`config.mk`:
```
export PLATFORM = sky130hd
export DESIGN_NAME = ex_unit
export DESIGN_NICKNAME = d
export VERILOG_FILES = /design/src/rtl/ex_pkg.sv /design/src/rtl/ex_immgen.sv /design/src/rtl/ex_addsub.sv /design/src/rtl/ex_logic.sv /design/src/rtl/ex_shift.sv /design/src/rtl/ex_unit.sv
export SDC_FILE = /design/constraint.sdc
export NUM_CORES = 1
export LEC_CHECK = 0
export ABC_CLOCK_PERIOD_IN_PS = 8600
export BUFFER_PORTS_ARGS = -buffer_cell sky130_fd_sc_hd__buf_2
export CAP_MARGIN = 15
export CORE_AREA = 3 3 94 185
export CTS_CLUSTER_SIZE = 25
export DETAILED_ROUTE_END_ITERATION = 8
export DIE_AREA = 0 0 97 188
export GPL_ROUTABILITY_DRIVEN = 1
export PLACE_DENSITY = 0.87
export SLEW_MARGIN = 10
export SYNTH_ARGS = -nofsm -noshare
export SYNTH_HDL_FRONTEND = slang
export SYNTH_HIERARCHICAL = 1
export SYNTH_SLANG_ARGS = --single-unit
```
`constraint.sdc`:
```
create_clock -name clk -period 8.6 [get_ports clk]
set_clock_uncertainty 0.15 [all_clocks]
set_input_delay 0.43 -clock clk [delete_from_list [all_inputs] [get_ports clk]]
set_output_delay 0.43 -clock clk [all_outputs]
set_load 0.1 [all_outputs]
```
`src/rtl/ex_pkg.sv`:
```
package ex_pkg;
  localparam int OP_W = 5;

  typedef enum logic [OP_W-1:0] {
    OP_ADD   = 5'd0,
    OP_SUB   = 5'd1,
    OP_AND   = 5'd2,
    OP_OR    = 5'd3,
    OP_NOR   = 5'd4,
    OP_XOR   = 5'd5,
    OP_SLT   = 5'd6,
    OP_ADDI  = 5'd7,
    OP_ANDI  = 5'd8,
    OP_ORI   = 5'd9,
    OP_XORI  = 5'd10,
    OP_SLTI  = 5'd11,
    OP_LUI   = 5'd12,
    OP_SLL   = 5'd13,
    OP_SRL   = 5'd14,
    OP_SRA   = 5'd15,
    OP_SLLV  = 5'd16,
    OP_SRLV  = 5'd17,
    OP_SRAV  = 5'd18
  } op_e;

  typedef enum logic [1:0] {
    LG_AND = 2'd0,
    LG_OR  = 2'd1,
    LG_NOR = 2'd2,
    LG_XOR = 2'd3
  } lsel_e;

  typedef enum logic [1:0] {
    SH_LEFT  = 2'd0,
    SH_RLOG  = 2'd1,
    SH_RARI  = 2'd2
  } shk_e;
endpackage

```
`src/rtl/ex_immgen.sv`:
```
module ex_immgen
  import ex_pkg::*;
#(
  parameter int XLEN  = 32,
  parameter int IMM_W = 16
) (
  input  logic [OP_W-1:0]  op,
  input  logic [IMM_W-1:0] imm,
  output logic [XLEN-1:0]  imm_ext
);
  localparam int PAD = XLEN - IMM_W;

  always_comb begin
    unique case (op)
      OP_ADDI, OP_SLTI: imm_ext = {{PAD{imm[IMM_W-1]}}, imm};
      OP_LUI:           imm_ext = {imm, {PAD{1'b0}}};
      default:          imm_ext = {{PAD{1'b0}}, imm};
    endcase
  end
endmodule

```
`src/rtl/ex_addsub.sv`:
```
module ex_addsub #(
  parameter int XLEN = 32
) (
  input  logic [XLEN-1:0] a,
  input  logic [XLEN-1:0] b,
  input  logic            sub,
  output logic [XLEN-1:0] sum,
  output logic            ovf,
  output logic            lt
);
  logic [XLEN-1:0] bx;
  logic [XLEN:0]   wide;
  logic            c_top;

  assign bx    = b ^ {XLEN{sub}};
  assign wide  = {1'b0, a} + {1'b0, bx} + {{XLEN{1'b0}}, sub};
  assign sum   = wide[XLEN-1:0];
  // carry into the sign position versus carry out of it
  assign c_top = a[XLEN-1] ^ bx[XLEN-1] ^ wide[XLEN-1];
  assign ovf   = c_top ^ wide[XLEN];
  assign lt    = wide[XLEN-1] ^ ovf;
endmodule

```
`src/rtl/ex_logic.sv`:
```
module ex_logic
  import ex_pkg::*;
#(
  parameter int XLEN = 32
) (
  input  logic [XLEN-1:0] a,
  input  logic [XLEN-1:0] b,
  input  lsel_e           sel,
  output logic [XLEN-1:0] y
);
  always_comb begin
    unique case (sel)
      LG_AND:  y = a & b;
      LG_OR:   y = a | b;
      LG_NOR:  y = ~(a | b);
      default: y = a ^ b;
    endcase
  end
endmodule

```
`src/rtl/ex_shift.sv`:
```
module ex_shift
  import ex_pkg::*;
#(
  parameter int XLEN = 32,
  parameter int SHW  = $clog2(XLEN)
) (
  input  logic [XLEN-1:0] val,
  input  logic [SHW-1:0]  cnt,
  input  shk_e            kind,
  output logic [XLEN-1:0] y
);
  logic            left;
  logic            fill;
  logic [XLEN-1:0] val_rev;
  logic [XLEN-1:0] core_out;
  logic [XLEN-1:0] out_rev;
  logic [XLEN-1:0] stg [0:SHW];

  assign left = (kind == SH_LEFT);
  assign fill = (kind == SH_RARI) & val[XLEN-1];

  // a left shift is a right shift on the bit-reversed word
  for (genvar i = 0; i < XLEN; i++) begin : g_rev
    assign val_rev[i] = val[XLEN-1-i];
    assign out_rev[i] = core_out[XLEN-1-i];
  end

  assign stg[0] = left ? val_rev : val;

  for (genvar k = 0; k < SHW; k++) begin : g_stage
    localparam int D = 1 << k;
    assign stg[k+1] = cnt[k] ? {{D{fill}}, stg[k][XLEN-1:D]} : stg[k];
  end

  assign core_out = stg[SHW];
  assign y        = left ? out_rev : core_out;
endmodule

```
`src/rtl/ex_unit.sv`:
```
module ex_unit
  import ex_pkg::*;
#(
  parameter int XLEN  = 32,
  parameter int IMM_W = 16,
  parameter int SHW   = $clog2(XLEN)
) (
  input  logic             clk,
  input  logic             rst,
  input  logic [OP_W-1:0]  op_i,
  input  logic [XLEN-1:0]  rs_val_i,
  input  logic [XLEN-1:0]  rt_val_i,
  input  logic [SHW-1:0]   shamt_i,
  input  logic [IMM_W-1:0] imm_i,
  output logic [XLEN-1:0]  result_o,
  output logic             ovf_o
);
  logic [XLEN-1:0] imm_ext;
  logic [XLEN-1:0] opnd_b;
  logic            use_imm;
  logic            do_sub;
  logic [XLEN-1:0] as_sum;
  logic            as_ovf;
  logic            as_lt;
  lsel_e           lsel;
  logic [XLEN-1:0] lg_y;
  shk_e            shk;
  logic            sh_var;
  logic [SHW-1:0]  sh_cnt;
  logic [XLEN-1:0] sh_y;
  logic [XLEN-1:0] res_n;
  logic            ovf_n;

  ex_immgen #(.XLEN(XLEN), .IMM_W(IMM_W)) u_imm (
    .op      (op_i),
    .imm     (imm_i),
    .imm_ext (imm_ext)
  );

  always_comb begin
    use_imm = 1'b0;
    do_sub  = 1'b0;
    lsel    = LG_AND;
    shk     = SH_LEFT;
    sh_var  = 1'b0;
    unique case (op_i)
      OP_SUB, OP_SLT: do_sub = 1'b1;
      OP_SLTI:        begin do_sub = 1'b1; use_imm = 1'b1; end
      OP_ADDI, OP_LUI: use_imm = 1'b1;
      OP_OR:          lsel = LG_OR;
      OP_NOR:         lsel = LG_NOR;
      OP_XOR:         lsel = LG_XOR;
      OP_ANDI:        begin lsel = LG_AND; use_imm = 1'b1; end
      OP_ORI:         begin lsel = LG_OR;  use_imm = 1'b1; end
      OP_XORI:        begin lsel = LG_XOR; use_imm = 1'b1; end
      OP_SRL:         shk = SH_RLOG;
      OP_SRA:         shk = SH_RARI;
      OP_SLLV:        sh_var = 1'b1;
      OP_SRLV:        begin shk = SH_RLOG; sh_var = 1'b1; end
      OP_SRAV:        begin shk = SH_RARI; sh_var = 1'b1; end
      default:        ;
    endcase
  end

  assign opnd_b = use_imm ? imm_ext : rt_val_i;
  assign sh_cnt = sh_var ? rs_val_i[SHW-1:0] : shamt_i;

  ex_addsub #(.XLEN(XLEN)) u_as (
    .a   (rs_val_i),
    .b   (opnd_b),
    .sub (do_sub),
    .sum (as_sum),
    .ovf (as_ovf),
    .lt  (as_lt)
  );

  ex_logic #(.XLEN(XLEN)) u_lg (
    .a   (rs_val_i),
    .b   (opnd_b),
    .sel (lsel),
    .y   (lg_y)
  );

  ex_shift #(.XLEN(XLEN), .SHW(SHW)) u_sh (
    .val  (rt_val_i),
    .cnt  (sh_cnt),
    .kind (shk),
    .y    (sh_y)
  );

  always_comb begin
    res_n = '0;
    ovf_n = 1'b0;
    unique case (op_i)
      OP_ADD, OP_SUB, OP_ADDI: begin res_n = as_sum; ovf_n = as_ovf; end
      OP_SLT, OP_SLTI:         res_n = {{(XLEN-1){1'b0}}, as_lt};
      OP_AND, OP_OR, OP_NOR, OP_XOR,
      OP_ANDI, OP_ORI, OP_XORI: res_n = lg_y;
      OP_LUI:                  res_n = imm_ext;
      OP_SLL, OP_SRL, OP_SRA,
      OP_SLLV, OP_SRLV, OP_SRAV: res_n = sh_y;
      default:                 ;
    endcase
  end

  always_ff @(posedge clk) begin
    if (rst) begin
      result_o <= '0;
      ovf_o    <= 1'b0;
    end else begin
      result_o <= res_n;
      ovf_o    <= ovf_n;
    end
  end
endmodule

```
==> results.ini <==
[pwr]
pwr-share-comb_pct = 68.8
swShare_pct = 51.37
total_power_w = 0.001263
p_int_w = 0.0006140
p_seq_share_pct = 13.1
peakVddDrop_v = 0.0001157
p_leak_nw = 4.589
p_per_area_nw_per_um2 = 123.0
p_clk_share_pct = 18.1
switchingPower_w = 0.0006485

[worst_hold_path]
min_to = ovf_o
hp-start = rst
whs_path_depth = 2
hold_class = input pin to flip-flop

[die]
dieArea_um2 = 18240
ios = 125
die_h_um = 188
start_util_pct = 59.08
core_area_um2 = 16270
rows = 66
die_x_um = 97

[worst_setup_path]
required_ns = 8.63
crit_family = compound AO/OA/AOI/OAI gates
worstSetupPathType = input pin to flip-flop
endpoint_kind = flip-flop
cp.arrival_ns = 5.87
max_stage_delay_ns = 0.98
cp_slowest_cell = o41ai_2
path_cells = buf_2 > nand2_1 > o41ai_2 > or2_2 > buf_4 > mux4_2 > a22oi_1 > a31oi_1 > o21ai_0 > a32oi_1 > a222oi_1 > a21oi_1
crit_buf_inv = 2
worst_setup_path_start_kind = input pin
worstPathMaxFanout = 32

[placement]
port_buffers = 124
postPlaceCellArea_um2 = 10090
gp_congestion = 1.144
place_ws_ns = 2.688
dp_hpwl_mm = 33.25

[yosys]
synth_common_cells = nand2_1, inv_1, ha_1
syn_area_um2 = 9612
synthCells = 1224
synth_flop_cell = dfxtp_1
ys_top_cells_by_area = ha_1, mux4_2, dfxtp_1
ys_types = 92
syn-num-nets = 1412
yosysWarnings = 6
ys_seq_area_share_pct = 6.873
post-synth-top-area-fraction_pct = 12.37
syn_avg_cell_area_um2 = 7.853
synth-async-reset-ratio_pct = 0
yosysMostFrequentCell = nand2_1
ys_ff_latch = 33
post-synth-top-area-cell = ha_1
synth-edff-count = 0

[global_routing]
grt_max_degree = 73
grt.total_usage_pct = 45.31
grt_pass1_vias = 10800
grt_pass1_wl_mm = 62.93
grt.overflow.total = 0
grt_antenna_before_repair = 5

[finish]
syn_to_final_growth_pct = 6.808
final_nets = 1466
fin_util_pct = 63.11
fin_area_um2 = 10270
drive_gt1_share_pct = 20.64
nFillCells = 1417

[sta]
finalHoldViolations = 0
layout_setup_ws_ns = 2.761
finalSetupTns_ns = 0
rsz0062_at_grt = no
final_max_slew_viol_count = 0
relSlewSlack_pct = 6.816
period_needed_ns = 5.839
worst_slew_pin_slew_ns = 1.363
fmax_mhz = 171.3
setup_viol = 0
finalCritPeriodShare_pct = 67.90

[routing]
drt_iter0_markers = 1243
via_per_inst = 7.364
routed_wl_mm = 43.03
wl_per_cell_um = 28.98
ant_nets = 0
firstDrtPassIters = 9
drc_errors = 21
vias = 10940

[clock_network]
hold_buffers = 0
clock-sinks = 33
h-tree-depth = 2
ctsRootBufferMaster = clkbuf_16
cts_tree = yes
clk_pin_slew_ns = 0.06
numCtsBuffers = 5
cts.repair.resized = 0
post_cts_buffers = 0
cts.path.max_buffers = 2

[status]
status = finished, violations left
violations = DRC

[flow_run]
maxCapViolations = 0

## cell families after synthesis
group | count (synthesis) | share of synthesized area, %
xor+xnor | 63 | 5.741
fa+ha+maj | 96 | 12.57
buf+inv | 193 | 9.763
simple gates | 307 | 14.71
flops | 33 | 6.873
compound gates | 388 | 27.51
mux | 144 | 22.83
## state kept, by name, summed over array words and instances, names as in the netlist
name      cells
ovf_o         1
result_o     32
## cell usage in the layout (no fill, tap or decap), types with 31 or more instances in the layout
cell	netlist	final
mux2_1	37	37
nand2_1	160	160
mux2_4	31	31
a222oi_1	32	32
o21ai_1	54	54
dfxtp_1	33	33
mux4_2	37	37
xor2_1	41	41
o21ai_0	48	48
inv_1	97	97
a21oi_1	84	84
buf_2	14	124
ha_1	95	95
nor2_1	53	50
## worst max-delay path by stage
| stage | startpoint | endpoint | slack (ns) | cells after the start |
|---|---|---|---|---|
| 6_report | op_i[3] | result_o[30] | 2.76 | 12 |
| 5_1_grt | op_i[3] | result_o[30] | 2.45 | 14 |
| 4_1_cts | op_i[2] | result_o[0] | 2.98 | 21 |
| 3_5_place_dp | op_i[2] | result_o[0] | 2.69 | 21 |
| 3_3_place_gp | op_i[2] | result_o[0] | 2.88 | 21 |
| 2_1_floorplan | op_i[3] | result_o[0] | 4.26 | 21 |
## power by group through the flow
stage	registers, W	clock network [W]	logic [W]
global placement	0.000168	0	0.000815
floorplan	0.000226	0	0.000542
CTS	0.000165	0.000226	0.000830
global route	0.000165	0.000232	0.000911
finish	0.000165	0.000229	0.000869
detailed placement	0.000168	0	0.000824
## stage by stage
step / cells / hold slack (ns)
final: 1485 / 0.3589
after global routing: 1485 / 0.3659
after CTS: 1483 / 0.3471
after detailed placement: 1475 / 0.6472
after global placement: 1475 / 0.6523
after floorplan: 1224 / 0.4788
## routing by layer
metal / share of wire, % / up-vias / routed length [um] / global-route usage, %
li1: - / 4650 / - / -
met1: 29 / 5087 / 12400 / 42.47
met2: 48 / 868 / 20480 / 77.24
met3: 10 / 329 / 4479 / 10.80
met4: 13 / 2 / 5658 / 46.19
met5: 0.044 / - / 19 / 0
## final cells by class
class                           instances  area (um^2)  area share, %
Multi-Input combinational cell        998         8056          78.48
Timing Repair Buffer                  140        740.7          7.215
Sequential cell                        33        660.6          6.435
Inverter                              100        375.4          3.656
Tap cell                              204        255.2          2.486
Clock buffer                            7        142.6          1.389
Clock inverter                          1        30.03         0.2925
Antenna cell                            2        5.005        0.04875
Power figures use the tool's default switching activity.
